### src/rtl/txf_pkg.sv
package txf_pkg;
  localparam int unsigned BYTE_W = 8;
  localparam int unsigned LEN_W  = 2 * BYTE_W;
  localparam int unsigned FLAG_W = 3;

  localparam logic [7:0] ADR_STATUS = 8'h0C;
  localparam logic [7:0] ADR_LEN_LO = 8'h1D;
  localparam logic [7:0] ADR_LEN_HI = 8'h1E;
  localparam logic [7:0] ADR_QUEUE  = 8'h1F;

  localparam int unsigned FL_LOW   = 0;
  localparam int unsigned FL_DONE  = 1;
  localparam int unsigned FL_UNDER = 2;

  typedef enum logic [1:0] {
    ENG_IDLE  = 2'd0,
    ENG_ARMED = 2'd1,
    ENG_SEND  = 2'd2
  } eng_state_e;
endpackage

### src/rtl/txf_fifo.sv
module txf_fifo #(
  parameter int unsigned DEPTH = 24,
  parameter int unsigned DW    = 8,
  localparam int unsigned PTR_W = $clog2(DEPTH),
  localparam int unsigned CNT_W = $clog2(DEPTH + 1)
) (
  input  logic             clk,
  input  logic             rst_n,
  input  logic             flush,
  input  logic             push,
  input  logic [DW-1:0]    din,
  input  logic             pop,
  output logic [DW-1:0]    dout,
  output logic             empty,
  output logic             full,
  output logic [CNT_W-1:0] level
);
  logic [DW-1:0]    mem_q [DEPTH];
  logic [PTR_W-1:0] wr_q, wr_d, rd_q, rd_d;
  logic [CNT_W-1:0] cnt_q, cnt_d;
  logic             do_push, do_pop;

  function automatic logic [PTR_W-1:0] ptr_next(input logic [PTR_W-1:0] p);
    return (p == PTR_W'(DEPTH - 1)) ? '0 : p + PTR_W'(1);
  endfunction

  assign empty   = (cnt_q == '0);
  assign full    = (cnt_q == CNT_W'(DEPTH));
  assign level   = cnt_q;
  assign dout    = mem_q[rd_q];
  assign do_push = push && !full && !flush;
  assign do_pop  = pop && !empty && !flush;

  always_comb begin
    wr_d  = wr_q;
    rd_d  = rd_q;
    cnt_d = cnt_q;
    if (flush) begin
      wr_d  = '0;
      rd_d  = '0;
      cnt_d = '0;
    end else begin
      if (do_push) wr_d = ptr_next(wr_q);
      if (do_pop)  rd_d = ptr_next(rd_q);
      cnt_d = cnt_q + CNT_W'(do_push) - CNT_W'(do_pop);
    end
  end

  always_ff @(posedge clk or negedge rst_n) begin
    if (!rst_n) begin
      wr_q  <= '0;
      rd_q  <= '0;
      cnt_q <= '0;
    end else begin
      wr_q  <= wr_d;
      rd_q  <= rd_d;
      cnt_q <= cnt_d;
    end
  end

  // storage needs no reset: a slot is only read after it was written
  always_ff @(posedge clk) begin
    if (do_push) mem_q[wr_q] <= din;
  end

  p_no_overflow_r3: assert property (@(posedge clk) disable iff (!rst_n)
    cnt_q <= CNT_W'(DEPTH));

  p_full_drops_r3: assert property (@(posedge clk) disable iff (!rst_n)
    (full && push && !pop && !flush) |=> (cnt_q == CNT_W'(DEPTH)));
endmodule

### src/rtl/txf_engine.sv
module txf_engine
  import txf_pkg::*;
#(
  parameter int unsigned CODE_W = 4
) (
  input  logic              clk,
  input  logic              rst_n,
  input  logic              cmd_arm,
  input  logic              cmd_flush,
  input  logic              cmd_direct,
  input  logic [CODE_W-1:0] direct_code,
  input  logic [LEN_W-1:0]  frame_len,
  input  logic              fifo_empty,
  input  logic              enc_ready,
  output logic              enc_valid,
  output logic              fifo_pop,
  output logic              abort_flush,
  output logic              set_low,
  output logic              set_done,
  output logic              set_under,
  output logic              busy,
  output logic              direct_start,
  output logic [CODE_W-1:0] direct_code_o
);
  eng_state_e        st_q, st_d;
  logic [LEN_W-1:0]  rem_q, rem_d;
  logic              dst_q, dst_d;
  logic [CODE_W-1:0] dcode_q;

  assign enc_valid     = (st_q == ENG_SEND) && !fifo_empty;
  assign busy          = (st_q != ENG_IDLE);
  assign direct_start  = dst_q;
  assign direct_code_o = dcode_q;

  always_comb begin
    st_d        = st_q;
    rem_d       = rem_q;
    dst_d       = 1'b0;
    fifo_pop    = 1'b0;
    abort_flush = 1'b0;
    set_low     = 1'b0;
    set_done    = 1'b0;
    set_under   = 1'b0;
    if (cmd_flush) begin
      st_d  = ENG_IDLE;
      rem_d = '0;
    end else begin
      unique case (st_q)
        ENG_IDLE: begin
          if (cmd_arm) begin
            if (frame_len == '0) begin
              set_done = 1'b1;
            end else begin
              rem_d = frame_len;
              st_d  = ENG_ARMED;
            end
          end else if (cmd_direct) begin
            dst_d = 1'b1;
          end
        end
        ENG_ARMED: begin
          // first queued byte opens the frame
          if (!fifo_empty) st_d = ENG_SEND;
        end
        ENG_SEND: begin
          if (enc_ready) begin
            if (!fifo_empty) begin
              fifo_pop = 1'b1;
              rem_d    = rem_q - LEN_W'(1);
              if (rem_q == LEN_W'(4)) set_low = 1'b1;
              if (rem_q == LEN_W'(1)) begin
                set_done = 1'b1;
                st_d     = ENG_IDLE;
              end
            end else begin
              set_under   = 1'b1;
              abort_flush = 1'b1;
              st_d        = ENG_IDLE;
              rem_d       = '0;
            end
          end
        end
        default: begin
          st_d  = ENG_IDLE;
          rem_d = '0;
        end
      endcase
    end
  end

  always_ff @(posedge clk or negedge rst_n) begin
    if (!rst_n) begin
      st_q    <= ENG_IDLE;
      rem_q   <= '0;
      dst_q   <= 1'b0;
      dcode_q <= '0;
    end else begin
      st_q  <= st_d;
      rem_q <= rem_d;
      dst_q <= dst_d;
      if (dst_d) dcode_q <= direct_code;
    end
  end

  p_send_owes_bytes_r6: assert property (@(posedge clk) disable iff (!rst_n)
    (st_q == ENG_SEND) |-> (rem_q != '0));

  p_direct_from_cmd_r9: assert property (@(posedge clk) disable iff (!rst_n)
    dst_q |-> ($past(cmd_direct) && $past(st_q) == ENG_IDLE));

  p_flush_idles_r10: assert property (@(posedge clk) disable iff (!rst_n)
    cmd_flush |=> (st_q == ENG_IDLE));

  p_one_event_r5: assert property (@(posedge clk) disable iff (!rst_n)
    $onehot0({set_low && set_done, set_under && fifo_pop}) && !(set_low && set_done));
endmodule

### src/rtl/txf_regs.sv
module txf_regs
  import txf_pkg::*;
(
  input  logic              clk,
  input  logic              rst_n,
  input  logic              host_wr,
  input  logic              host_rd,
  input  logic [7:0]        host_addr,
  input  logic [BYTE_W-1:0] host_wdata,
  input  logic [FLAG_W-1:0] set_flags,
  output logic [LEN_W-1:0]  frame_len,
  output logic [BYTE_W-1:0] host_rdata,
  output logic              irq
);
  logic [LEN_W-1:0]  len_q, len_d;
  logic [FLAG_W-1:0] flags_q, flags_d;
  logic [BYTE_W-1:0] rdata_q, rdata_d;
  logic              stat_rd;

  assign stat_rd    = host_rd && (host_addr == ADR_STATUS);
  assign frame_len  = len_q;
  assign host_rdata = rdata_q;
  assign irq        = |flags_q;

  always_comb begin
    len_d = len_q;
    if (host_wr && host_addr == ADR_LEN_LO) len_d[BYTE_W-1:0]     = host_wdata;
    if (host_wr && host_addr == ADR_LEN_HI) len_d[LEN_W-1:BYTE_W] = host_wdata;
    // an event arriving with the clearing read is kept
    flags_d = (stat_rd ? '0 : flags_q) | set_flags;
    rdata_d = rdata_q;
    if (host_rd) begin
      unique case (host_addr)
        ADR_STATUS: rdata_d = {{(BYTE_W-FLAG_W){1'b0}}, flags_q};
        ADR_LEN_LO: rdata_d = len_q[BYTE_W-1:0];
        ADR_LEN_HI: rdata_d = len_q[LEN_W-1:BYTE_W];
        default:    rdata_d = '0;
      endcase
    end
  end

  always_ff @(posedge clk or negedge rst_n) begin
    if (!rst_n) begin
      len_q   <= '0;
      flags_q <= '0;
      rdata_q <= '0;
    end else begin
      len_q   <= len_d;
      flags_q <= flags_d;
      if (host_rd) rdata_q <= rdata_d;
    end
  end

  p_read_clears_r8: assert property (@(posedge clk) disable iff (!rst_n)
    (stat_rd && set_flags == '0) |=> (flags_q == '0 && !irq));

  p_flags_sticky_r8: assert property (@(posedge clk) disable iff (!rst_n)
    (!stat_rd && irq) |=> irq);
endmodule

### src/rtl/txfifo_irq_ctrl.sv
module txfifo_irq_ctrl
  import txf_pkg::*;
#(
  parameter int unsigned DEPTH  = 24,
  parameter int unsigned CODE_W = 4,
  localparam int unsigned CNT_W = $clog2(DEPTH + 1)
) (
  input  logic              clk,
  input  logic              rst_n,
  input  logic              host_wr,
  input  logic              host_rd,
  input  logic [7:0]        host_addr,
  input  logic [7:0]        host_wdata,
  output logic [7:0]        host_rdata,
  input  logic              cmd_arm,
  input  logic              cmd_flush,
  input  logic              cmd_direct,
  input  logic [CODE_W-1:0] direct_code,
  input  logic              enc_ready,
  output logic              enc_valid,
  output logic [7:0]        enc_data,
  output logic              direct_start,
  output logic [CODE_W-1:0] direct_code_o,
  output logic              irq,
  output logic              busy,
  output logic [CNT_W-1:0]  fifo_level
);
  logic [1:0]        rst_sync_q;
  logic              rst_i_n;
  logic [LEN_W-1:0]  frame_len;
  logic              q_empty, q_full, q_pop, q_push, abort_flush;
  logic              set_low, set_done, set_under;
  logic [FLAG_W-1:0] set_flags;

  always_ff @(posedge clk or negedge rst_n) begin
    if (!rst_n) rst_sync_q <= 2'b00;
    else        rst_sync_q <= {rst_sync_q[0], 1'b1};
  end
  assign rst_i_n = rst_sync_q[1];

  assign q_push = host_wr && (host_addr == ADR_QUEUE);

  always_comb begin
    set_flags           = '0;
    set_flags[FL_LOW]   = set_low;
    set_flags[FL_DONE]  = set_done;
    set_flags[FL_UNDER] = set_under;
  end

  txf_regs u_regs (
    .clk        (clk),
    .rst_n      (rst_i_n),
    .host_wr    (host_wr),
    .host_rd    (host_rd),
    .host_addr  (host_addr),
    .host_wdata (host_wdata),
    .set_flags  (set_flags),
    .frame_len  (frame_len),
    .host_rdata (host_rdata),
    .irq        (irq)
  );

  txf_fifo #(.DEPTH(DEPTH), .DW(BYTE_W)) u_fifo (
    .clk   (clk),
    .rst_n (rst_i_n),
    .flush (cmd_flush || abort_flush),
    .push  (q_push),
    .din   (host_wdata),
    .pop   (q_pop),
    .dout  (enc_data),
    .empty (q_empty),
    .full  (q_full),
    .level (fifo_level)
  );

  txf_engine #(.CODE_W(CODE_W)) u_engine (
    .clk           (clk),
    .rst_n         (rst_i_n),
    .cmd_arm       (cmd_arm),
    .cmd_flush     (cmd_flush),
    .cmd_direct    (cmd_direct),
    .direct_code   (direct_code),
    .frame_len     (frame_len),
    .fifo_empty    (q_empty),
    .enc_ready     (enc_ready),
    .enc_valid     (enc_valid),
    .fifo_pop      (q_pop),
    .abort_flush   (abort_flush),
    .set_low       (set_low),
    .set_done      (set_done),
    .set_under     (set_under),
    .busy          (busy),
    .direct_start  (direct_start),
    .direct_code_o (direct_code_o)
  );

  p_head_hold_r4: assert property (@(posedge clk) disable iff (!rst_i_n)
    (enc_valid && !enc_ready && !cmd_flush) |=> (enc_valid && $stable(enc_data)));

  p_valid_needs_busy_r4: assert property (@(posedge clk) disable iff (!rst_i_n)
    enc_valid |-> (busy && !q_empty));

  p_full_flag_r3: assert property (@(posedge clk) disable iff (!rst_i_n)
    q_full |-> (fifo_level == CNT_W'(DEPTH)));
endmodule

### config.mk
export PLATFORM = sky130hd
export DESIGN_NAME = txfifo_irq_ctrl
export DESIGN_NICKNAME = d
export VERILOG_FILES = /design/src/rtl/txf_pkg.sv /design/src/rtl/txf_fifo.sv /design/src/rtl/txf_engine.sv /design/src/rtl/txf_regs.sv /design/src/rtl/txfifo_irq_ctrl.sv
export SDC_FILE = /design/constraint.sdc
export NUM_CORES = 1
export LEC_CHECK = 0
export ABC_AREA = 1
export CELL_PAD_IN_SITES_DETAIL_PLACEMENT = 1
export CELL_PAD_IN_SITES_GLOBAL_PLACEMENT = 1
export CORE_MARGIN = 5
export CORE_UTILIZATION = 47
export DETAILED_ROUTE_END_ITERATION = 8
export PLACE_DENSITY_LB_ADDON = 0.1
export SLEW_MARGIN = 20
export SYNTH_ARGS = -nofsm -noshare
export SYNTH_HDL_FRONTEND = slang
export SYNTH_SLANG_ARGS = --single-unit
export TNS_END_PERCENT = 20
### constraint.sdc
create_clock -name clk -period 2.9 [get_ports clk]
set_input_delay 0.58 -clock clk [delete_from_list [all_inputs] [get_ports clk]]
set_output_delay 0.58 -clock clk [all_outputs]
set_load 0.01 [all_outputs]
After elaboration in Yosys (flattened, before gate mapping)
Memories as Yosys holds them, arrays and structs flattened.
Cells that the tools add are included.
Word-level totals
  bits in registers: 67
  memories: 1
  output and inout port bits: 29
  bits in writable memories: 192
  word-level logic and storage cells: 107
Memory list
  u_fifo.mem_q: words 24, width 8, read ports 1, clocked after memory_dff 0, wr ports 1, line txf_fifo.sv:18  | logic [DW-1:0] mem_q [DEPTH];
Operators by class
  add/subtract/negate cells: 5
  eq/ne operators: 17
  bitwise logic cells: 1
  mux-type cells: 49
  reductions and logical operators: 22
Operators with widths (number)
  $mux 16: 5
  $pmux 16 s3: 1
  $mux 5: 7
  $mux 1: 25
  $eq 8x5->1 const B: 3
  $pmux 8 s3: 1
  $eq 16x1->1 const B: 1
  $eq 16x3->1 const B: 1
  $logic_not 16->1: 1
  $sub 16x1->16 const B: 1
  $eq 5x5->1 const B: 3
  $mux 2: 7
  $ne 3x3->1 const B: 4
  $add 5x1->5 const B: 2
  $logic_and 1x1->1: 9
  $eq 8x4->1 const B: 1
  $pmux 2 s3: 1
  $reduce_bool 2->1: 3
  $add 5x1->5: 1
  $logic_not 5->1: 1
  $reduce_and 5->1: 1
  $sub 5x1->5: 1
  $ne 4x3->1 const B: 1
  $reduce_and 4->1: 1
  other kinds (10): 12

Depth between registers and ports, before layout
Gate-level depths: netlist of run 1.
  depth after elaboration: 11
  gate-level depth with buffers: 16
  gate-level depth less buffers: 16

Hierarchy
From an unflattened synthesis of run 1, not the netlist that was laid out.
Unflattened totals
  cells, all modules: 1299
  area, all modules: 12305.6 sq um
By module, submodules not included
  txf_fifo: sequential area each 6140.9 sq um, times used 1, cells each 852, area each 9090.0 sq um
  txf_engine: sequential area each 575.6 sq um, times used 1, cells each 281, area each 1785.5 sq um
  txf_regs: sequential area each 675.6 sq um, times used 1, cells each 154, area each 1335.0 sq um
  txfifo_irq_ctrl: sequential area each 50.0 sq um, times used 1, cells each 12, area each 95.1 sq um

Worst setup path before layout of run 1
Ideal clock, no wire load.
  path kind: reg2reg
  start: register u_fifo.cnt_q[2], in the netlist u_fifo.level[2]
  end: register u_fifo.cnt_q[4], in the netlist u_fifo.level[4]
  path slack: 400 ps
  required time: 2779 ps
  cell stages (with the launch flop): 17
  path buffers: 0
  setup time: 121 ps
  arrival time: 2379 ps
  path through: dfrtp_1 inv_1 ha_1 nand3_1 nand2_1 nor2_1 nand2_1 inv_1 ha_1 inv_1 ha_1 inv_1 fa_1 o21ai_0 a21oi_1 xor2_1 nor2_1
Between the ends
  longest elaborated chain between the ends: 11
  elaborated cells on any way between the ends: 21
  classes of those cells: add/sub: 2; eq/ne: 1; mux: 9; reduce/logical: 9
Ends and longest elaborated chain
  start, declared: line txf_fifo.sv:20  | logic [CNT_W-1:0] cnt_q, cnt_d;
  start signal, assigned: line txf_fifo.sv:57  | cnt_q <= cnt_d;
  $logic_not 5->1: line txf_fifo.sv:27  | assign empty = (cnt_q == '0);
  $mux 1: line txf_engine.sv:67  | if (!fifo_empty) begin
  $mux 1: line txf_engine.sv:66  | if (enc_ready) begin
  $mux 1: line txf_engine.sv:48  | unique case (st_q)
  $mux 1: line txf_engine.sv:44  | if (cmd_flush) begin
  $logic_or 1x1->1: line txfifo_irq_ctrl.sv:66  | .flush (cmd_flush || abort_flush),
  $logic_not 1->1: line txf_fifo.sv:31, txf_fifo.sv:32
  $logic_and 1x1->1: line txf_fifo.sv:31  | assign do_push = push && !full && !flush;
  $add 5x1->5: line txf_fifo.sv:45  | cnt_d = cnt_q + CNT_W'(do_push) - CNT_W'(do_pop);
  $sub 5x1->5: line txf_fifo.sv:45
  $mux 5 (*): line txf_fifo.sv:38  | if (flush) begin
  via u_fifo.cnt_d[4]: line txf_fifo.sv:20
Mark *: on every way through the listed nets, which the timed path passes. The rest lies on a longest branch.
A chain may end at the register's enable or synchronous reset.

Worst setup path in the final report of run 1
  start: register u_fifo.rd_q[0]
  end: output port enc_data[7]
Between the ends
  longest elaborated chain between the ends: 1
Ends and longest elaborated chain
  start, declared: line txf_fifo.sv:19  | logic [PTR_W-1:0] wr_q, wr_d, rd_q, rd_d;
  start signal, assigned: line txf_fifo.sv:56  | rd_q <= rd_d;
  $mem_v2 24x8
  end, declared: line txfifo_irq_ctrl.sv:21  | output logic [7:0] enc_data,
Every way passes these cells.

==> results.json, run 1 <==
{
  "crit_cells": 11,
  "mostFrequentLayoutCell": "nand2_1",
  "cp-end-kind": "output pin",
  "cts_sinks": 259,
  "cts_buffers": 28,
  "violations": "setup timing",
  "maxCapViolations": 0,
  "die_height_um": 169,
  "hold_viol_final": 0,
  "yosysTopAreaCellShare": 0.485,
  "report.power.total_mw": 11.5,
  "comb_power_share": 0.285,
  "yosys_warnings": 0,
  "dr.pass1.iters": 5,
  "hold_path.class": "in2async",
  "num_antenna_cells": 0,
  "slew_violations": 0,
  "ctsRootBufferMaster": "clkbuf_16",
  "drive_gt1_frac": 0.166,
  "overflow": 0,
  "drt_iter0_drc": 720,
  "grt_antenna_before_repair": 0,
  "cp.required_ps": 2320,
  "p_switching_mw": 3.71,
  "relSlewSlack": 0.297,
  "clock_path_buffers": 3,
  "drc": 0,
  "grt_pass1_vias": 9865,
  "pwr-share-seq": 0.369,
  "area_delta_synth_final_pct": 24.2,
  "p_int_mw": 7.76,
  "synthDistinctLibCells": 35,
  "clkPwrFrac": 0.346,
  "coreArea_mm2": 0.0250,
  "rows": 58,
  "ys_seq_elements": 259,
  "reg2reg_depth": 16,
  "worst_pin_slew_ps": 1050,
  "fmax_mhz": 339,
  "fin_ws_ps": -51.2,
  "switching_share": 0.323,
  "leakage_nw": 6.20,
  "slowest_delay_ps": 540,
  "io_pins": 57,
  "avgSynthCellArea_um2": 9.54,
  "pwr_density_cell_mw_per_mm2": 776,
  "syn-cell-area_mm2": 0.0119,
  "status": "complete, but fails checks",
  "rsz0062_at_grt": "yes",
  "path_class": "reg2out",
  "cp_max_fo": 23,
  "grt_first_pass_wirelength_um": 55500,
  "layout_min_cycle_time_ps": 2950,
  "path_delay_family": "simple AND/OR/NAND/NOR gates",
  "viasPerCell": 5.40,
  "clk_latency_ps": 580,
  "routed_wirelength_um": 36500,
  "holdWs_ps": 167,
  "final_cell_mix": "nand2_1 (360), edfxtp_1 (192), nor2_1 (166)",
  "via_count": 9290,
  "htreeDepth": 1,
  "fin_skew_ps": 39.4,
  "critPathBufInv": 4,
  "finalSetupTns_ps": -109,
  "peakVddDrop_v": 0.000625,
  "layout.nets": 1412,
  "yosysTopAreaCell": "edfxtp_1",
  "cts_tree": "built",
  "pre_cts_ws_ps": -122,
  "ys_top_cells_by_area": "edfxtp_1 (48%), dfrtp_1 (14%), nand2_1 (12%)",
  "portBuffers": 56,
  "dieArea_mm2": 0.0286,
  "wl_per_cell_um": 21.2,
  "synthCells": 1247,
  "grt_usage": 0.251,
  "syn_nets": 1291,
  "globalplace.congestion": 0.815,
  "die_w_um": 169,
  "grt_max_degree": 46,
  "drtAntennaViolNets": 0,
  "path_clk_slew_ps": 70,
  "fin_crit_sh": 1.02,
  "fillers": 2740,
  "setup_viol": 4,
  "worstSetupStartpointType": "register",
  "critical_path.cell_chain": "inv_8, buf_12, buf_16, nand2_1, nand3_1, nand3_2, nand3_2, nand2_2, nand2_1, nand2_2, buf_2",
  "crit_slowest_cell": "dfrtp_4",
  "cp.arrival_ps": 2370,
  "start_util": 0.475,
  "seq_area_frac_synth": 0.626,
  "dp_hpwl_um": 23100
}
state kept, by name, summed over array words and instances (netlist names):
register / cells
rst_sync_q: 2
u_engine.direct_code_o: 4
u_engine.direct_start: 1
u_engine.rem_q: 16
u_engine.st_q: 2
u_fifo.level: 5
u_fifo.mem_q: 192
u_fifo.rd_q: 5
u_fifo.wr_q: 5
u_regs.flags_q: 3
u_regs.frame_len: 16
u_regs.host_rdata: 8
through the flow:
stage,util,cells,cell area (um2)
floorplan,-,1247,11900
global placement,0.529,1656,13300
detailed placement,0.529,1656,13300
CTS,0.580,1715,14500
global route,0.590,1719,14800
finish,0.590,1719,14800
kinds of logic after synthesis:
family / after synthesis / share of synthesized area
fa+ha+maj: 16 / 0.0175
flops: 259 / 0.626
xor+xnor: 6 / 0.00442
simple gates: 696 / 0.243
compound gates: 126 / 0.0579
buf+inv: 143 / 0.0506
other cells: 1 / 0.000315
per-layer routing:
layer  global-route usage  routed length (um)
met1                0.313               14700
met2                0.463               19100
met3               0.0294                1490
met4               0.0707                1180
met5                    0                   0
cells in the mapped netlist (all sizes together):
cell type and n:
dfrtp 67, or2 2, a21oi 9, xnor2 2, clkinv 2, inv 92, nor3 4, edfxtp 192
conb 1, nor3b 1, ha 15, o21ai 98, a22o 1, fa 1, nand2 386, nand4 9
o22ai 17, xor2 4, nor2 189, buf 29, o21bai 1, nand3 105, clkbuf 20
repair_timing:
action / in CTS / in global routing
setup endpoints to repair: 8 / 10
cloned: 5 / 2
setup buffers: 3 / 3
hold buffers: 0 / 0
resized for setup: 55 / 78
pin swaps: 10 / 38
cell type report:
class	instances	area, um2	area share
clock buffer	32	726	0.0491
clock inverter	19	302	0.0204
inverter	94	360	0.0244
multi-input combinational	845	4090	0.277
sequential	259	7450	0.504
tap	330	413	0.0280
timing repair buffer	140	1430	0.0970
path summary, 6_finish.rpt:
| check | end | from | slack (ps) |
|---|---|---|---|
| worst max register to register | u_fifo.level[4]$_DFF_PN0_ | u_fifo.level[2]$_DFF_PN0_ | 330 |
| worst min register to register | u_engine.direct_code_o[3]$_DFFE_PN0P_ | rst_sync_q[1]$_DFF_PN0_ | 350 |
| worst max-delay path | enc_data[7] | u_fifo.rd_q[0]$_DFFE_PN0P_ | -50 |
| max in group asynchronous | u_fifo.wr_q[4]$_DFFE_PN0P_ | rst_sync_q[1]$_DFF_PN0_ | 1830 |
| worst min-delay path | rst_sync_q[0]$_DFF_PN0_ | rst_n | 170 |
| min in group clk | rst_sync_q[1]$_DFF_PN0_ | rst_sync_q[0]$_DFF_PN0_ | 380 |
worst register-to-register path, cell delays in order, from the launching register on:
cell     delay, ps
dfrtp_1        390
inv_1          100
ha_1           220
nand3_1        120
nand2_1         90
nor2_2         110
nand2_1         80
inv_1           80
ha_1           230
inv_1           60
ha_1           160
inv_1           60
fa_2           350
o21ai_1        140
a21oi_1         90
xor2_1         140
nor2_1         100
power groups by stage:
stage	registers [mW]	logic (mW)	clock network, mW
floorplan	4.27	1.71	0
global placement	4.29	2.69	0
detailed placement	4.30	2.77	0
CTS	4.22	3.05	4.02
global route	4.25	3.57	4.20
finish	4.23	3.26	3.97
(Power assumes the default switching activity.)
==> inputs of run 2 (changes only) <==
Settings changed: CORE_MARGIN 5 to 3, CORE_UTILIZATION 47 to 35.
==> run 2 against run 1 <==
Compared with the run above: the run now ends clean; core utilization is 13 points lower; setup slack better by 99 ps; critical endpoint is now enc_data[0]; register-to-register slack hardly changed; first-iteration DRC count is 24% lower; critical path type unchanged; sequential power hardly changed.
==> results.json, run 2 (same netlist as run 1, synthesis figures left out) <==
{
  "seq_area_mm2": 0.00745,
  "clkPwrFrac": 0.336,
  "drt_iter0_drc": 547,
  "cp.required_ps": 2320,
  "reg2reg_depth": 16,
  "die_height_um": 190,
  "r2r_end": "u_fifo.level[4]$_DFF_PN0_",
  "cts_sinks": 259,
  "slowest_delay_ps": 510,
  "pre_cts_ws_ps": -267,
  "num_antenna_cells": 0,
  "dp_cells": 1773,
  "comb_power_share": 0.294,
  "cp.arrival_ps": 2270,
  "final_cell_mix": "nand2_1 (361), edfxtp_1 (192), nor2_1 (167)",
  "setup_viol": 0,
  "drive_gt1_frac": 0.183,
  "status": "complete, no violations",
  "drtAntennaViolNets": 0,
  "fin_crit_sh": 0.984,
  "cp_max_fo": 5,
  "grt_usage": 0.202,
  "largest_reg_flops": 192,
  "path_clk_slew_ps": 60,
  "drc": 0,
  "overflow": 0,
  "crit_slowest_cell": "dfrtp_4",
  "fin_skew_ps": 15.3,
  "peakVddDrop_v": 0.000530,
  "start_util": 0.360,
  "grt_antenna_before_repair": 0,
  "worst_pin_slew_ps": 841,
  "holdWs_ps": 174,
  "ctsRootBufferMaster": "clkbuf_16",
  "coreArea_mm2": 0.0330,
  "critical_path.cell_chain": "buf_12, clkbuf_16, nor2_4, nor2_1, o21ai_1, nand3_1, nand3_2, nand2_2, nand2_2, nand2_2, buf_6",
  "layout.nets": 1426,
  "htreeDepth": 1,
  "cts_buffers": 30,
  "dieArea_mm2": 0.0362,
  "switching_share": 0.329,
  "grt_max_degree": 37,
  "p_int_mw": 7.65,
  "leakage_nw": 6.26,
  "grt_pass1_vias": 9715,
  "r2r_slack_ps": 330,
  "p_switching_mw": 3.75,
  "rows": 66,
  "die_w_um": 190,
  "io_pins": 57,
  "path_class": "reg2out",
  "rsz0062_at_grt": "yes",
  "stdcell_count": 1848,
  "clk_latency_ps": 560,
  "viasPerCell": 4.99,
  "cts_tree": "built",
  "hold_path.class": "in2async",
  "pwr_density_cell_mw_per_mm2": 758,
  "regMostFlops": "u_fifo.mem_q",
  "final_core_util": 0.455,
  "fin_ws_ps": 47.7,
  "cp-end-kind": "output pin",
  "grt_first_pass_wirelength_um": 56600,
  "via_count": 9224,
  "portBuffers": 56,
  "hold_viol_final": 0,
  "slew_violations": 0,
  "maxCapViolations": 0,
  "dr.pass1.iters": 4,
  "dp_hpwl_um": 23900,
  "clock_path_buffers": 3,
  "routed_wirelength_um": 37100,
  "r2r_start": "u_fifo.level[3]$_DFF_PN0_",
  "pwr-share-seq": 0.370,
  "crit_top_cell": "nand2_2",
  "report.power.total_mw": 11.4,
  "multi_input_area_mm2": 0.00412,
  "fmax_mhz": 351,
  "area_delta_synth_final_pct": 26.5,
  "relSlewSlack": 0.439,
  "mostFrequentLayoutCell": "nand2_1",
  "layout_min_cycle_time_ps": 2850,
  "fillers": 3711,
  "wl_per_cell_um": 20.1,
  "globalplace.congestion": 0.769,
  "worstSetupStartpointType": "register"
}
-- run 2: how the worst max path moves through the flow --
stage                                      to                  startpoint  slack [ps]  depth (start not counted)
global placement    u_fifo.level[4]$_DFF_PN0_                host_addr[7]        -240                         13
detailed placement  u_fifo.level[4]$_DFF_PN0_                host_addr[7]        -270                         13
floorplan           u_fifo.level[4]$_DFF_PN0_   u_fifo.level[2]$_DFF_PN0_         400                         16
finish                            enc_data[0]  u_fifo.rd_q[0]$_DFFE_PN0P_          50                         11
global route                      enc_data[7]  u_fifo.rd_q[0]$_DFFE_PN0P_         -40                         11
CTS                               enc_data[5]  u_fifo.rd_q[0]$_DFFE_PN0P_         -50                         10
-- run 2: per-stage QoR --
step / cell area, um2 / TNS (ps)
6_report: 15000 / 0
3_5_place_dp: 13400 / -3140
3_3_place_gp: 13400 / -1760
5_1_grt: 15000 / -130
4_1_cts: 14800 / -208
2_1_floorplan: 11900 / 0
-- run 2: worst max-delay path, delay by kind of cell (launching register included) --
family                 cells  cell delay [ps]
AND/OR/NAND/NOR            7              640
flip-flops                 1              510
buffers and inverters      3              440
AO/OA/AOI/OAI              1              120
-- run 2: repair_timing --
item                       in CTS  in global routing
resized for setup              73                 81
pin swaps                      17                 29
hold endpoints to repair        0                  0
hold buffers                    0                  0
setup buffers                   5                  5
setup endpoints to repair       9                 10
cloned                          6                  8
-- run 2: power by group through the flow --
stage,Combinational [mW],Sequential (mW),Clock (mW)
2_1_floorplan,1.71,4.27,0
3_3_place_gp,2.73,4.30,0
3_5_place_dp,2.80,4.29,0
4_1_cts,3.15,4.24,3.92
5_1_grt,3.70,4.24,4.07
6_report,3.35,4.22,3.83
-- run 2: layer usage --
metal	GRT usage	vias to the layer above	share of wire
met3	0.0248	50	0.040
met4	0.0398	0	0.016
met2	0.358	162	0.50
li1	-	4400	-
met5	0	-	0
met1	0.270	4612	0.44
-- run 2: area by class of cell --
cell class,instances,share of cell area
Tap cell,442,0.0368
Timing Repair Buffer,151,0.102
Sequential cell,259,0.495
Timing Repair inverter,1,0.000749
Clock inverter,21,0.0133
Clock buffer,35,0.0538
Multi-Input combinational cell,845,0.274
Inverter,94,0.0245
